[src/rtl/wma_pkg.sv]
package wma_pkg;

  typedef enum logic [1:0] {
    ST_IDLE,
    ST_TOP,
    ST_LOW
  } scanState_t;

  // Strobes from control to datapath for one cycle
  typedef struct packed {
    logic load;      // capture status, load walk register
    logic shift;     // advance walk register by one line
    logic orMask;    // OR selected mask entry into pending
    logic timerSet;  // set timeout wakeup bit
    logic finish;    // walk ends at this edge
  } ctrlStrobes_t;

endpackage

[src/rtl/wma_timer_decode.sv]
module wma_timer_decode #(
  parameter int VEC_W     = 8,
  parameter int TICK_CODE = 8'h00,
  parameter int ERR_CODE  = 8'h06
) (
  input  logic [VEC_W-1:0] timerVector,
  output logic             tickValid,
  output logic             tickErr
);

  localparam logic [VEC_W-1:0] TICK_VEC = VEC_W'(TICK_CODE);
  localparam logic [VEC_W-1:0] ERR_VEC  = VEC_W'(ERR_CODE);

  // Every code other than these two (idle code included) is inert
  assign tickValid = (timerVector == TICK_VEC);
  assign tickErr   = (timerVector == ERR_VEC);

endmodule

[src/rtl/wma_mask_table.sv]
module wma_mask_table #(
  parameter int ENTRIES = 16,
  parameter int DATA_W  = 16,
  localparam int ADDR_W = $clog2(ENTRIES)
) (
  input  logic              clk,
  input  logic              rstN,
  input  logic              wrEn,
  input  logic [ADDR_W-1:0] wrAddr,
  input  logic [DATA_W-1:0] wrData,
  input  logic [ADDR_W-1:0] rdAddr,
  output logic [DATA_W-1:0] rdData
);

  logic [DATA_W-1:0] entryQ [ENTRIES];

  for (genvar e = 0; e < ENTRIES; e++) begin : g_entry
    always_ff @(posedge clk) begin
      if (!rstN) begin
        entryQ[e] <= '0;
      end else if (wrEn && (wrAddr == ADDR_W'(e))) begin
        entryQ[e] <= wrData;
      end
    end
  end

  assign rdData = entryQ[rdAddr];

endmodule

[src/rtl/wma_datapath.sv]
module wma_datapath
  import wma_pkg::*;
#(
  parameter int STATUS_W     = 16,
  parameter int REQ_W        = 8,
  parameter int MASK_ENTRIES = 16,
  localparam int IDX_W       = $clog2(MASK_ENTRIES),
  localparam int LOW_W       = STATUS_W - REQ_W
) (
  input  logic                clk,
  input  logic                rstN,
  input  ctrlStrobes_t        strb,
  input  logic [IDX_W-1:0]    idx,
  input  logic [STATUS_W-1:0] statusWord,
  input  logic                maskWrEn,
  input  logic [IDX_W-1:0]    maskWrAddr,
  input  logic [STATUS_W-1:0] maskWrData,
  input  logic                pendAck,
  output logic                curBit,
  output logic                restZero,
  output logic                newZero,
  output logic                pendNextNz,
  output logic [STATUS_W-1:0] pending
);

  localparam logic [STATUS_W-1:0] TIMEOUT_BIT = {1'b1, {(STATUS_W-1){1'b0}}};

  logic [REQ_W-1:0]    prevReq;
  logic [REQ_W-1:0]    scanReg;
  logic [REQ_W-1:0]    upperNow;
  logic [REQ_W-1:0]    newReqNow;
  logic [STATUS_W-1:0] maskRd;
  logic [STATUS_W-1:0] orTerm;
  logic [STATUS_W-1:0] pendNext;
  logic                unusedLowBits;

  // Lower status byte carries no requests
  assign unusedLowBits = ^statusWord[LOW_W-1:0];

  assign upperNow  = statusWord[STATUS_W-1 -: REQ_W];
  assign newReqNow = upperNow & ~prevReq;
  assign newZero   = (newReqNow == '0);

  assign curBit   = scanReg[REQ_W-1];
  assign restZero = (scanReg[REQ_W-2:0] == '0);

  wma_mask_table #(
    .ENTRIES (MASK_ENTRIES),
    .DATA_W  (STATUS_W)
  ) u_maskTable (
    .clk    (clk),
    .rstN   (rstN),
    .wrEn   (maskWrEn),
    .wrAddr (maskWrAddr),
    .wrData (maskWrData),
    .rdAddr (idx),
    .rdData (maskRd)
  );

  always_comb begin
    orTerm = '0;
    if (strb.orMask)   orTerm = orTerm | maskRd;
    if (strb.timerSet) orTerm = orTerm | TIMEOUT_BIT;
    pendNext = (pendAck ? '0 : pending) | orTerm;
  end

  assign pendNextNz = (pendNext != '0);

  always_ff @(posedge clk) begin
    if (!rstN) begin
      prevReq <= '0;
      scanReg <= '0;
      pending <= '0;
    end else begin
      pending <= pendNext;
      if (strb.load) begin
        // A still-asserted timer line forces full re-evaluation next time
        prevReq <= statusWord[STATUS_W-1] ? '0 : upperNow;
        scanReg <= newReqNow;
      end else if (strb.shift) begin
        scanReg <= {scanReg[REQ_W-2:0], 1'b0};
      end
    end
  end

endmodule

[src/rtl/wma_ctrl.sv]
module wma_ctrl
  import wma_pkg::*;
#(
  parameter int MASK_ENTRIES = 16,
  parameter int MASK_BASE    = 8,
  parameter int VEC_W        = 8,
  parameter int CNT_W        = 8,
  parameter int TICK_CODE    = 8'h00,
  parameter int ERR_CODE     = 8'h06,
  localparam int IDX_W       = $clog2(MASK_ENTRIES)
) (
  input  logic             clk,
  input  logic             rstN,
  input  logic             sampleStrobe,
  input  logic             curBit,
  input  logic             restZero,
  input  logic             newZero,
  input  logic             pendNextNz,
  input  logic [VEC_W-1:0] timerVector,
  input  logic [CNT_W-1:0] disableCount,
  output ctrlStrobes_t     strb,
  output logic [IDX_W-1:0] idx,
  output logic             busy,
  output logic             scanDone,
  output logic             dispatch,
  output logic             timerReset,
  output logic             tickError
);

  localparam logic [IDX_W-1:0] IDX_TOP = IDX_W'(MASK_BASE - 1);

  scanState_t state, nextState;
  logic       tickValid;
  logic       tickErr;
  logic       errStep;

  wma_timer_decode #(
    .VEC_W     (VEC_W),
    .TICK_CODE (TICK_CODE),
    .ERR_CODE  (ERR_CODE)
  ) u_timerDecode (
    .timerVector (timerVector),
    .tickValid   (tickValid),
    .tickErr     (tickErr)
  );

  always_comb begin
    strb      = '0;
    errStep   = 1'b0;
    nextState = state;
    unique case (state)
      ST_IDLE: begin
        if (sampleStrobe) begin
          strb.load = 1'b1;
          if (newZero) strb.finish = 1'b1;
          else         nextState   = ST_TOP;
        end
      end
      ST_TOP: begin
        strb.shift    = 1'b1;
        strb.timerSet = curBit && tickValid;
        errStep       = curBit && tickErr;
        if (restZero) begin
          strb.finish = 1'b1;
          nextState   = ST_IDLE;
        end else begin
          nextState   = ST_LOW;
        end
      end
      ST_LOW: begin
        strb.shift  = 1'b1;
        strb.orMask = curBit;
        if (restZero) begin
          strb.finish = 1'b1;
          nextState   = ST_IDLE;
        end
      end
      default: nextState = ST_IDLE;
    endcase
  end

  always_ff @(posedge clk) begin
    if (!rstN) begin
      state      <= ST_IDLE;
      idx        <= '0;
      scanDone   <= 1'b0;
      dispatch   <= 1'b0;
      timerReset <= 1'b0;
      tickError  <= 1'b0;
    end else begin
      state      <= nextState;
      scanDone   <= strb.finish;
      dispatch   <= strb.finish && (disableCount == '0) && pendNextNz;
      timerReset <= strb.timerSet;
      tickError  <= errStep;
      if (strb.load)       idx <= IDX_TOP;
      else if (strb.shift) idx <= idx + 1'b1;
    end
  end

  assign busy = (state != ST_IDLE);

endmodule

[src/rtl/wake_mask_accum.sv]
module wake_mask_accum
  import wma_pkg::*;
#(
  parameter int STATUS_W     = 16,
  parameter int REQ_W        = 8,
  parameter int MASK_ENTRIES = 16,
  parameter int MASK_BASE    = 8,
  parameter int VEC_W        = 8,
  parameter int CNT_W        = 8,
  parameter int TICK_CODE    = 8'h00,
  parameter int ERR_CODE     = 8'h06,
  localparam int IDX_W       = $clog2(MASK_ENTRIES)
) (
  input  logic                clk,
  input  logic                rstN,
  input  logic                sampleStrobe,
  input  logic [STATUS_W-1:0] statusWord,
  input  logic [VEC_W-1:0]    timerVector,
  input  logic [CNT_W-1:0]    disableCount,
  input  logic                maskWrEn,
  input  logic [IDX_W-1:0]    maskWrAddr,
  input  logic [STATUS_W-1:0] maskWrData,
  input  logic                pendAck,
  output logic [STATUS_W-1:0] pending,
  output logic                scanDone,
  output logic                dispatch,
  output logic                timerReset,
  output logic                tickError,
  output logic                busy
);

  ctrlStrobes_t     strb;
  logic [IDX_W-1:0] idx;
  logic             curBit;
  logic             restZero;
  logic             newZero;
  logic             pendNextNz;

  wma_ctrl #(
    .MASK_ENTRIES (MASK_ENTRIES),
    .MASK_BASE    (MASK_BASE),
    .VEC_W        (VEC_W),
    .CNT_W        (CNT_W),
    .TICK_CODE    (TICK_CODE),
    .ERR_CODE     (ERR_CODE)
  ) u_ctrl (
    .clk          (clk),
    .rstN         (rstN),
    .sampleStrobe (sampleStrobe),
    .curBit       (curBit),
    .restZero     (restZero),
    .newZero      (newZero),
    .pendNextNz   (pendNextNz),
    .timerVector  (timerVector),
    .disableCount (disableCount),
    .strb         (strb),
    .idx          (idx),
    .busy         (busy),
    .scanDone     (scanDone),
    .dispatch     (dispatch),
    .timerReset   (timerReset),
    .tickError    (tickError)
  );

  wma_datapath #(
    .STATUS_W     (STATUS_W),
    .REQ_W        (REQ_W),
    .MASK_ENTRIES (MASK_ENTRIES)
  ) u_datapath (
    .clk        (clk),
    .rstN       (rstN),
    .strb       (strb),
    .idx        (idx),
    .statusWord (statusWord),
    .maskWrEn   (maskWrEn),
    .maskWrAddr (maskWrAddr),
    .maskWrData (maskWrData),
    .pendAck    (pendAck),
    .curBit     (curBit),
    .restZero   (restZero),
    .newZero    (newZero),
    .pendNextNz (pendNextNz),
    .pending    (pending)
  );

endmodule

[config.mk]
export PLATFORM = sky130hd
export DESIGN_NAME = wake_mask_accum
export DESIGN_NICKNAME = d
export VERILOG_FILES = /design/src/rtl/wma_pkg.sv /design/src/rtl/wma_timer_decode.sv /design/src/rtl/wma_mask_table.sv /design/src/rtl/wma_datapath.sv /design/src/rtl/wma_ctrl.sv /design/src/rtl/wake_mask_accum.sv
export SDC_FILE = /design/constraint.sdc
export NUM_CORES = 1
export LEC_CHECK = 0
export CAP_MARGIN = 20
export CORE_ASPECT_RATIO = 1.25
export CORE_UTILIZATION = 60
export DETAILED_ROUTE_END_ITERATION = 8
export DONT_BUFFER_PORTS = 1
export GPL_ROUTABILITY_DRIVEN = 0
export MAX_ROUTING_LAYER = met4
export PLACE_DENSITY = 0.88
export SYNTH_ARGS = -nofsm -noshare
export SYNTH_HDL_FRONTEND = slang
export SYNTH_SLANG_ARGS = --single-unit
[constraint.sdc]
create_clock -name clk -period 6.9 [get_ports clk]
set_input_delay 0.345 -clock clk [delete_from_list [all_inputs] [get_ports clk]]
set_output_delay 0.345 -clock clk [all_outputs]
set_load 0.02 [all_outputs]
==> results.yml <==
power:
  power.share.sequential: 0.514
  p_int_uw: 3158
  power_uw: 4162
  p_leak_uw: 0.005406
  power_per_cell_area_nw_per_um2: 273.8
  ir_drop_mv: 0.2248
  combPwrFrac: 0.118
  swShare: 0.2412
  p_sw_uw: 1004
  power_frac_clock: 0.368
yosys:
  ys_warn_count: 0
  netlist_area_um2: 13550
  syn_nets: 1028
  syn_area_per_cell_um2: 14.02
  synth_cell_types: 46
  syn_inst: 966
  ys_seq_area_frac: 0.6281
  ys_seq_elements: 297
global_route:
  grt_first_pass_wirelength_mm: 49.66
  grt_max_degree: 50
  antenna_found_initial: 4
  grt_usage: 0.3085
  grt_pass1_vias: 8596
  gr-total-overflow: 0
worst_setup_path:
  path_class: "reg -> reg"
  worstSetupEndpointType: "flip-flop"
  path_max_fanout: 49
  cp-start-kind: "flip-flop"
  critPathRequiredTime_ns: 7.31
  worstPathArrival_ns: 4.46
floorplanning:
  ios: 78
  core-area_um2: 22210
  die_area_um2: 23180
  fp.dieW_um: 136.4
  die_h_um: 170.0
  rows: 61
  start_util: 0.6099
sta:
  hold_violations: 1
  timing.slew.headroom: 0.3480
  rsz0062_at_grt: "false"
  setup_violations: 0
  layout_setup_ws_ns: 2.852
  timing.fmax_mhz: 247.1
  fin_crit_ns: 4.048
  finalMaxSlewViolations: 0
  worstMarginPinSlew_ns: 0.9756
  fin_worst_skew_ns: 0.009216
  min_period_over_period: 0.5866
  finalSetupTns_ns: 0
  hold_slack_ns: -0.004998
clock_network:
  cts_root_buffer: "clkbuf_16"
  cts_made_buffers: 29
  htreeDepth: 1
  path_clk_slew_ns: 0.06
  cts_tree: "done"
  clock_latency_ns: 0.56
  cts_sinks: 297
  cts_resized: 0
  ctsLongestPathBuffers: 3
job:
  drv_cap: 0
worst_hold_path:
  holdCritPathClass: "in -> reg"
routing:
  wire_per_inst_um: 26.13
  wirelength_mm: 34.44
  ant_nets: 0
  avgViaCountPerCell: 6.434
  dr.pass1.iters: 6
  drt_iter0_markers: 1085
  vias: 8480
  drc: 0
placement:
  place_ws_ns: 3.127
  place_hpwl_mm: 18.63
  io_buffers: 0
finish:
  layout.nets: 1065
  num-fill-cells: 1375
  multiInputGateArea_um2: 4708
  drive_gt1_frac: 0.1238
  seqCellArea_um2: 8514
  syn2layout_area_growth_pct: 12.23
outcome:
  violations: "negative hold slack"
  status: "complete, but fails checks"
## placed cells by master, fill, tap and decap left out, types with 8 or more instances in the layout
cell,synthesis,routed
a211oi_1,18,18
a21oi_1,9,9
o211a_1,8,8
edfxtp_1,256,256
nor2_1,41,41
clkbuf_16,0,29
buf_4,5,34
nor2b_1,34,34
clkinv_2,0,9
a2111oi_0,10,10
diode_2,0,9
mux4_1,11,11
and2_1,263,263
mux4_2,38,38
nand2_1,18,18
dfxtp_1,41,38
mux2i_1,44,44
o21ai_1,0,16
dlygate4sd3_1,0,37
clkbuf_1,52,10
o21ai_0,24,8
## cells in the mapped netlist (all sizes together)
cell / count / share of area
a21oi: 9 / 0.0033
o21ai: 24 / 0.0089
nor2b: 34 / 0.016
edfxtp: 256 / 0.57
clkbuf: 52 / 0.014
nand2b: 7 / 0.0032
and2b: 2 / 0.0011
a22o: 2 / 0.0013
mux2i: 44 / 0.033
nor4: 5 / 0.0023
and2: 263 / 0.12
nor3: 7 / 0.0026
ha: 5 / 0.0046
a21boi: 3 / 0.0017
a22oi: 3 / 0.0017
xor2: 1 / 0.00065
o41ai: 1 / 0.00065
xnor2: 2 / 0.0013
or4: 1 / 0.00055
a32oi: 5 / 0.0032
nand4b: 1 / 0.00065
a2111oi: 10 / 0.0065
and3: 1 / 0.00046
nor2: 41 / 0.011
or3b: 1 / 0.00065
mux4: 49 / 0.085
dfxtp: 41 / 0.061
o211a: 8 / 0.0059
a31oi: 1 / 0.00046
nand3: 6 / 0.0022
nand4: 3 / 0.0014
a211oi: 18 / 0.010
nor3b: 7 / 0.0039
or2: 2 / 0.00092
nand3b: 5 / 0.0028
a221oi: 2 / 0.0013
nor4b: 2 / 0.0013
inv: 6 / 0.0017
nand2: 18 / 0.0050
buf: 16 / 0.0082
mux2: 2 / 0.0017
## through the flow
step                      instances  utilization  cell area, µm²
after global placement         1212       0.6228           13830
final                          1318       0.6845           15200
after CTS                      1300       0.6795           15090
after global routing           1318       0.6845           15200
after detailed placement       1216       0.6245           13870
after floorplan                 966            -           13550
## power groups by stage
| stage | Clock [µW] | Sequential [µW] | Combinational, µW |
|---|---|---|---|
| 4_1_cts | 1530 | 2140 | 481 |
| 3_5_place_dp | 0 | 2170 | 443 |
| 5_1_grt | 1610 | 2150 | 516 |
| 6_report | 1530 | 2140 | 490 |
| 2_1_floorplan | 0 | 2120 | 390 |
| 3_3_place_gp | 0 | 2170 | 432 |
## state kept, by name (all words and copies together) (netlist names)
register	cells
u_datapath.scanReg	8
u_ctrl.state	2
u_ctrl.timerReset	1
u_datapath.prevReq	7
u_ctrl.scanDone	1
u_ctrl.dispatch	1
u_datapath.u_maskTable.entryQ	256
u_ctrl.tickError	1
u_datapath.pending	16
u_ctrl.idx	4
## final timing paths
kind,startpoint,to,slack (ns),cells after the start
setup reg to reg,u_ctrl.idx[0],u_ctrl.dispatch,2.85,8
hold reg to reg,u_datapath.prevReq[0],u_datapath.prevReq[0],0.51,2
setup / recovery,u_ctrl.idx[0],u_ctrl.dispatch,2.85,8
hold / removal,maskWrData[13],u_datapath.u_maskTable.entryQ[12][13],-0.005,1
## layout make-up
class,instances,area share
Timing Repair Buffer,74,0.04395
Antenna cell,9,0.001481
Multi-Input combinational cell,595,0.3097
Inverter,6,0.001481
Tap cell,283,0.02329
Clock buffer,41,0.05202
Sequential cell,297,0.5601
Clock inverter,13,0.007984
## layer usage
metal  up-vias  share of wire  GRT usage
met1      4171           0.34     0.3509
met2       577           0.50     0.5072
li1       3631              -          -
met3       101           0.12    0.07119
met4         0          0.042     0.1599
met5         -              0          -
## worst max-delay path: stages (launching register included)
cell and delay, ns:
dfxtp_4 0.87, buf_4 0.73, mux4_2 0.59, mux2i_1 0.26, nor2_1 0.08, a211oi_1 0.52
nand4_1 0.27, nor3_1 0.33, a31oi_1 0.13
## cells by family after synthesis
kind of cell | count (synthesis) | share of synthesized area
buf+inv | 74 | 0.02429
flops | 297 | 0.6281
simple gates | 406 | 0.1775
xor+xnor | 3 | 0.001940
mux | 95 | 0.1187
compound gates | 86 | 0.04480
fa+ha+maj | 5 | 0.004619
## what timing repair did
action	CTS	global route
setup endpoints to repair	0	0
endpoints found under the hold margin	255	11
buffers inserted	0	0
hold buffers	30	8
(Power assumes the default switching activity.)
